File: config.mk
export PLATFORM = sky130hd
export DESIGN_NAME = irq_level_ctrl
export DESIGN_NICKNAME = d
export VERILOG_FILES = /design/src/rtl/irqc_pkg.sv /design/src/rtl/irqc_setclr_reg.sv /design/src/rtl/irqc_level_enc.sv /design/src/rtl/irq_level_ctrl.sv
export SDC_FILE = /design/constraint.sdc
export NUM_CORES = 1
export LEC_CHECK = 0
export CAP_MARGIN = 20
export CORE_MARGIN = 2
export CORE_UTILIZATION = 43
export CTS_CLUSTER_DIAMETER = 50
export DETAILED_ROUTE_END_ITERATION = 10
export DONT_BUFFER_PORTS = 1
export GPL_TIMING_DRIVEN = 1
export PLACE_DENSITY = 0.58
export SKIP_CTS_REPAIR_TIMING = 1
export SYNTH_ARGS = -nofsm -noshare
export SYNTH_HDL_FRONTEND = slang
export SYNTH_SLANG_ARGS = --single-unit
File: constraint.sdc
create_clock -name clk -period 6.7 [get_ports clk]
set_clock_uncertainty 0.15 [all_clocks]
set_input_delay 1.34 -clock clk [delete_from_list [all_inputs] [get_ports clk]]
set_output_delay 1.34 -clock clk [all_outputs]
set_load 0.02 [all_outputs]
File: src/rtl/irqc_pkg.sv
package irqc_pkg;

    localparam int unsigned NUM_SRC    = 14;
    localparam int unsigned REG_W      = 16;
    localparam int unsigned LVL_W      = 3;
    localparam int unsigned SETCLR_BIT = 15;
    localparam int unsigned GATE_BIT   = 14;
    localparam int unsigned EN_W       = NUM_SRC + 1;

    // fixed many-to-one map of source index onto processor level
    function automatic logic [LVL_W-1:0] src_level(input int unsigned idx);
        if (idx >= 13)      return LVL_W'(6);
        else if (idx >= 11) return LVL_W'(5);
        else if (idx >= 7)  return LVL_W'(4);
        else if (idx >= 4)  return LVL_W'(3);
        else if (idx == 3)  return LVL_W'(2);
        else                return LVL_W'(1);
    endfunction

endpackage

File: src/rtl/irqc_setclr_reg.sv
module irqc_setclr_reg #(
    parameter int unsigned W = 14
) (
    input  logic         clk,
    input  logic         rst_n,
    input  logic         wr_i,
    input  logic         set_not_clr_i,
    input  logic [W-1:0] wr_bits_i,
    input  logic [W-1:0] hw_set_i,
    output logic [W-1:0] q_o
);

    typedef struct packed {
        logic [W-1:0] bits;
    } reg_state_t;

    reg_state_t state_d, state_q;

    always_comb begin
        state_d = state_q;
        if (wr_i) begin
            if (set_not_clr_i) state_d.bits = state_q.bits | wr_bits_i;
            else               state_d.bits = state_q.bits & ~wr_bits_i;
        end
        // hardware set applied last so it wins over a clear
        state_d.bits = state_d.bits | hw_set_i;
    end

    always_ff @(posedge clk or negedge rst_n) begin
        if (!rst_n) state_q <= '0;
        else        state_q <= state_d;
    end

    assign q_o = state_q.bits;

    assert_set_write_R2: assert property (@(posedge clk) disable iff (!rst_n)
        (wr_i && set_not_clr_i) |=> ((q_o & $past(wr_bits_i)) == $past(wr_bits_i)));

    assert_clear_write_R3: assert property (@(posedge clk) disable iff (!rst_n)
        (wr_i && !set_not_clr_i) |=> ((q_o & $past(wr_bits_i & ~hw_set_i)) == '0));

    assert_pulse_wins_R5: assert property (@(posedge clk) disable iff (!rst_n)
        (|hw_set_i) |=> ((q_o & $past(hw_set_i)) == $past(hw_set_i)));

    assert_untouched_hold_R4: assert property (@(posedge clk) disable iff (!rst_n)
        1'b1 |=> ((q_o & ~$past(hw_set_i | (wr_i ? wr_bits_i : '0)))
                  == ($past(q_o) & ~$past(hw_set_i | (wr_i ? wr_bits_i : '0)))));

endmodule

File: src/rtl/irqc_level_enc.sv
module irqc_level_enc
    import irqc_pkg::*;
#(
    parameter int unsigned N = NUM_SRC
) (
    input  logic [N-1:0]     pend_i,
    output logic [LVL_W-1:0] level_o
);

    logic [LVL_W-1:0] cand [N];

    for (genvar i = 0; i < N; i++) begin : g_cand
        assign cand[i] = pend_i[i] ? src_level(i) : '0;
    end

    always_comb begin
        level_o = '0;
        for (int i = 0; i < N; i++) begin
            if (cand[i] > level_o) level_o = cand[i];
        end
    end

endmodule

File: src/rtl/irq_level_ctrl.sv
module irq_level_ctrl
    import irqc_pkg::*;
(
    input  logic               clk,
    input  logic               rst_n,
    input  logic [NUM_SRC-1:0] src_pulse_i,
    input  logic               en_wr_i,
    input  logic [REG_W-1:0]   en_wdata_i,
    input  logic               req_wr_i,
    input  logic [REG_W-1:0]   req_wdata_i,
    output logic [REG_W-1:0]   en_rdata_o,
    output logic [REG_W-1:0]   req_rdata_o,
    output logic [LVL_W-1:0]   level_o
);

    logic [EN_W-1:0]    en_q;
    logic [NUM_SRC-1:0] req_q;
    logic [NUM_SRC-1:0] pend;
    logic [LVL_W-1:0]   level_comb;

    typedef struct packed {
        logic [LVL_W-1:0] level;
    } top_state_t;

    top_state_t state_d, state_q;

    irqc_setclr_reg #(.W(EN_W)) u_en_reg (
        .clk          (clk),
        .rst_n        (rst_n),
        .wr_i         (en_wr_i),
        .set_not_clr_i(en_wdata_i[SETCLR_BIT]),
        .wr_bits_i    (en_wdata_i[EN_W-1:0]),
        .hw_set_i     ('0),
        .q_o          (en_q)
    );

    irqc_setclr_reg #(.W(NUM_SRC)) u_req_reg (
        .clk          (clk),
        .rst_n        (rst_n),
        .wr_i         (req_wr_i),
        .set_not_clr_i(req_wdata_i[SETCLR_BIT]),
        .wr_bits_i    (req_wdata_i[NUM_SRC-1:0]),
        .hw_set_i     (src_pulse_i),
        .q_o          (req_q)
    );

    assign pend = req_q & en_q[NUM_SRC-1:0] & {NUM_SRC{en_q[GATE_BIT]}};

    irqc_level_enc #(.N(NUM_SRC)) u_enc (
        .pend_i (pend),
        .level_o(level_comb)
    );

    always_comb begin
        state_d       = state_q;
        state_d.level = level_comb;
    end

    always_ff @(posedge clk or negedge rst_n) begin
        if (!rst_n) state_q <= '0;
        else        state_q <= state_d;
    end

    assign level_o     = state_q.level;
    assign en_rdata_o  = REG_W'(en_q);
    assign req_rdata_o = REG_W'(req_q);

    assert_gate_off_R9: assert property (@(posedge clk) disable iff (!rst_n)
        !en_q[GATE_BIT] |=> (level_o == '0));

    assert_top_source_R7: assert property (@(posedge clk) disable iff (!rst_n)
        pend[NUM_SRC-1] |=> (level_o == LVL_W'(6)));

    assert_idle_zero_R8: assert property (@(posedge clk) disable iff (!rst_n)
        (pend == '0) |=> (level_o == '0));

    assert_level_lag_R10: assert property (@(posedge clk) disable iff (!rst_n)
        $stable(pend) |=> $stable(level_o));

endmodule

==> results of run 1 <==
## logic make-up (layout without fill, tap and decap cells)
| family | Yosys count | in the layout | synth area share, % |
|---|---|---|---|
| compound gates | 51 | 51 | 23.3 |
| fa+ha+maj | 11 | 11 | 7.57 |
| buf+inv | 16 | 13 | 4.34 |
| flops | 32 | 32 | 44.0 |
| mux | 15 | 15 | 9.29 |
| other cells | 1 | 3 | 0.206 |
| simple gates | 42 | 42 | 11.3 |
## synth_stat cells
cell	count
nor2b_1	3
nand2_1	17
a22o_1	2
o221a_2	1
nand4_1	2
nor2_1	6
a222oi_1	1
o21ai_0	1
and3_2	1
a21bo_2	1
dfrtp_1	32
o211a_1	1
clkbuf_1	6
a221oi_1	1
or3_4	1
inv_2	1
mux2_2	15
a21oi_1	4
a211oi_1	1
o41a_1	1
and2_1	2
buf_6	1
a311o_1	15
o21ai_2	1
a21o_1	1
o21bai_1	1
conb_1	1
a21boi_0	14
nand2b_1	3
o22ai_1	2
a22oi_1	1
ha_1	11
a31oi_1	2
nand3b_1	1
nand3_1	6
inv_1	5
buf_4	3
## power breakdown
group	total [W]	switching, W	internal (W)
Clock	0.000159	0.0000681	0.0000914
Combinational	0.000162	0.0000849	0.0000766
Sequential	0.000280	0.0000596	0.000220
Total	0.000601	0.000213	0.000388
## through the flow
step                      hold slack (ns)  total power (W)  setup slack [ns]  cells  util (%)
after floorplan                     0.499         0.000413              2.77    170         -
after global placement              0.531         0.000431              2.46    210      45.5
after detailed placement            0.536         0.000442              2.28    210      45.5
after CTS                           0.553         0.000605              2.26    217      47.9
after global routing                0.570         0.000641              1.96    217      47.9
final                               0.549         0.000601              2.18    217      47.9
## worst paths after layout
path	start	endpoint	slack, ns	cells past startpoint
max	register	level_o[1]	2.18	14
min	register	register	0.55	1
max reg2reg	register	level_o[1]	2.18	14
min reg2reg	register	register	0.55	1
max in group asynchronous	rst_n	u_req_reg.q_o[10]	5.72	0
min in group asynchronous	rst_n	async pin	0.59	0
## metal layers
| layer | up-vias | share of wire (%) |
|---|---|---|
| li1 | 626 | - |
| met1 | 682 | 39 |
| met2 | 67 | 50 |
| met3 | 12 | 9.2 |
| met4 | 0 | 2.4 |
| met5 | - | 0 |
## area by class of cell
type | count | area (µm²)
fillers | 381 | 2100
multi-input cells | 122 | 946
flip-flops and latches | 32 | 801
clock buffers | 7 | 96.3
well taps | 50 | 62.6
inverters | 6 | 22.5
==> impl_metrics.toml, run 1 <==
[timing]
tightestPinTransition_ns = 0.575
setup_viol = 0
min_period_ns = 4.52
clock.fmax_mhz = 221
fin_crit_sh_pct = 67.4
maxSlewViolCount = 0
fin_setup_tns_ns = 0
max_slew_margin_pct = 61.3
hold_viol_final = 0
grt_setup_unrepaired = "false"

[global_route]
busiest_layer = "met2"
antenna_found_initial = 0
track_usage_pct = 19.2
grt_use_met3_pct = 6.58
grt_start_max_net_pins = 33
grt_use_met1_pct = 22.2
grt_pass1_wl_um = 7130
grt_pass1_vias = 1469
use_met2_pct = 31.6
gr-total-overflow = 0

[detailed_routing]
ant_nets = 0
drtIter0Drc = 37
via_per_inst = 6.39
vias = 1387
drt_pre_antenna_iters = 4
wl_per_cell_um = 20.2
drc = 0
totalWireLength_um = 4380

[setup_path]
required_ns = 6.76
slowest_delay_ns = 0.68
critPathCaptureType = "register"
path_delay_family = "compound AO/OA/AOI/OAI gates"
crit_type = "register to register"
cp_common_cell = "ha_1"
start_kind = "register"
path_cells = "nand3_1, ha_1, nand2b_1, and2_1, o211a_1, ha_1, o41a_1, o21ai_0, nand2_1, ha_1, a211oi_1, o22ai_1, a311o_1, nand3_1"
slowest_stage = "dfrtp_1"
arrival_ns = 4.58
path_buf_inv = 0
cp_max_fo = 10

[logic_synthesis]
netlist.top_cell.by_area = "dfrtp_1"
avgSynthCellArea_um2 = 10.8
ys_seq_area_share_pct = 44.0
ys_ff_latch = 32
yosysWarningCount = 0
synthCells = 168
synth_top_area_share_pct = 44.0
yosys-top-cells-area = "dfrtp_1, mux2_2, a311o_1, ha_1, a21boi_0"
syn_area_um2 = 1820
ys_types = 37

[placement]
gp_congestion = 0.782
port_buffers = 0
placed_area_um2 = 1830
hpwl_um = 3170

[clock_tree]
h-tree-depth = 2
clock_path_buffers = 2
clk_latency_ns = 0.28
cts-root-buf = "clkbuf_8"
cts_tree = "built"
clkTransAtPathRegs_ns = 0.06
cts.sinks = 32
cts_buffers = 5

[die]
core_um2 = 4030
die_area_um2 = 4760
initial_core_util_pct = 45.1
die_w_um = 69.0
fp-row-count = 23
num_io_pins = 85
die_h_um = 69.0

[cells_and_area]
drive_gt1_share_pct = 16.8
syn_to_final_growth_pct = 6.06
nNetsFinal = 228
final_area_um2 = 1930
final_cell_mix = "dfrtp_1, nand2_1, a311o_1, mux2_2, a21boi_0"
final_common_cell = "dfrtp_1"
num_antenna_cells = 0

[power_and_ir_drop]
max-vdd-ir-drop_v = 0.000132
power_leakage_nw = 0.815
pwr_density_cell_nw_per_um2 = 312

[run_status]
status = "complete, no violations"

[flow_run]
drv_cap = 0

[worst_hold_path]
hp-class = "register to register"
No activity file was read; power rests on OpenSTA's default activity.
==> inputs of run 2 (changes only) <==
==> constraint.sdc (replaced) <==
create_clock -name clk -period 4.7 [get_ports clk]
set_clock_uncertainty 0.15 [all_clocks]
set_input_delay 0.94 -clock clk [delete_from_list [all_inputs] [get_ports clk]]
set_output_delay 0.94 -clock clk [all_outputs]
set_load 0.02 [all_outputs]
==> run 2 against run 1 <==
  * First-iteration DRC count increased to 2.7 times the previous value
  * Die area stayed put
  * Cell count up 0.46%
  * Largest cell class unchanged
==> impl_metrics.toml, run 2 (same netlist as run 1, synthesis figures left out) <==
[run_status]
status = "complete, no violations"

[cells_and_area]
drive_gt1_share_pct = 17.3
syn_to_final_growth_pct = 6.47
fillers = 392
nNetsFinal = 229
final_common_cell = "dfrtp_1"
num_antenna_cells = 0
stdcell_count = 218
final_cell_mix = "dfrtp_1, nand2_1, a311o_1, mux2_2, a21boi_0"

[detailed_routing]
drc = 0
drtIter0Drc = 99
totalWireLength_um = 4350
via_per_inst = 6.29
vias = 1371
drt_pre_antenna_iters = 4
wl_per_cell_um = 19.9
ant_nets = 0

[setup_path]
critPathCaptureType = "register"
cp_max_fo = 10
arrival_ns = 4.30
start_kind = "register"
path_cells = "nand3_1, ha_1, nand2b_1, and2_1, o211a_1, ha_1, o41a_1, o21ai_0, buf_4, nand2_1, ha_1, a211oi_1, o22ai_1, a311o_1, nand3_1"
required_ns = 4.76
slowest_stage = "dfrtp_1"
crit_type = "register to register"
slowest_delay_ns = 0.66
cp_common_cell = "ha_1"

[die]
core_um2 = 4030
die_w_um = 69.0
initial_core_util_pct = 45.1
fp-row-count = 23
die_area_um2 = 4760
die_h_um = 69.0
num_io_pins = 85

[power_and_ir_drop]
pwr_density_cell_nw_per_um2 = 442
power_leakage_nw = 0.819
max-vdd-ir-drop_v = 0.000182

[timing]
maxSlewViolCount = 0
tightestPinTransition_ns = 0.512
fin_crit_sh_pct = 90.2
hold_viol_final = 0
max_slew_margin_pct = 65.8
clock.fmax_mhz = 236
fin_setup_tns_ns = 0
min_period_ns = 4.24
grt_setup_unrepaired = "false"
whs_ns = 0.204
setup_viol = 0

[global_route]
track_usage_pct = 18.8
grt_pass1_vias = 1551
grt_pass1_wl_um = 7240
gr-total-overflow = 0
grt_start_max_net_pins = 33
antenna_found_initial = 0

[clock_tree]
clkTransAtPathRegs_ns = 0.06
cts_buffers = 5
cts.sinks = 32
cts-root-buf = "clkbuf_8"
h-tree-depth = 2
clk_latency_ns = 0.27
clock_path_buffers = 2
cts_tree = "built"

[placement]
hpwl_um = 3220
dp.cells = 211
port_buffers = 0
gp_congestion = 0.785

[worst_hold_path]
hp-class = "input pin to async pin"

[flow_run]
drv_cap = 0
## run 2: changes by cell type in the layout (fill, tap and decap cells not counted), sizes merged
cell / change
buf: +1
## run 2: layout make-up
type	instances	area, µm²	share of cell area (%)
clock buffers	7	96.3	4.98
inverters	6	22.5	1.16
multi-input cells	122	946	48.9
flip-flops and latches	32	801	41.4
well taps	50	62.6	3.23
repair buffers	1	7.51	0.388
## run 2: per-layer routing
layer	wire length, µm	vias to the layer above	global-route usage, %
met5	0	-	0
met4	22	0	5.66
met3	347	4	7.31
met2	2350	48	33.2
met1	1630	692	20.7
li1	-	627	-
## run 2: worst paths after layout
kind | startpoint | end | slack (ns) | cells past startpoint
worst max-delay path | register | level_o[2] | 0.46 | 15
worst min-delay path | rst_n | async pin | 0.20 | 0
worst max register to register | register | level_o[2] | 0.46 | 15
worst min register to register | register | register | 0.55 | 1
max in group asynchronous | rst_n | u_req_reg.q_o[10] | 4.11 | 0
min in group clk | register | register | 0.55 | 1
## run 2: power by group
| group | internal [W] | switching (W) |
|---|---|---|
| Sequential | 0.000314 | 0.0000853 |
| Combinational | 0.000113 | 0.000121 |
| Clock | 0.000130 | 0.0000922 |
| Total | 0.000558 | 0.000298 |
## run 2: worst max-delay path, delay by kind of cell (launching register included)
family,cells,cell delay (ns)
buf+inv,1,0.16
compound gates,6,1.68
simple gates,5,0.76
flops,1,0.66
fa+ha+maj,3,0.76
## run 2: stage by stage
step	utilization (%)	setup WS [ns]	instance area (µm²)	power, W
2_1_floorplan	-	0.773	1830	0.000588
3_3_place_gp	45.7	0.644	1840	0.000620
3_5_place_dp	45.7	0.503	1840	0.000636
4_1_cts	48.0	0.490	1940	0.000866
5_1_grt	48.0	0.197	1940	0.000912
6_report	48.0	0.461	1940	0.000856
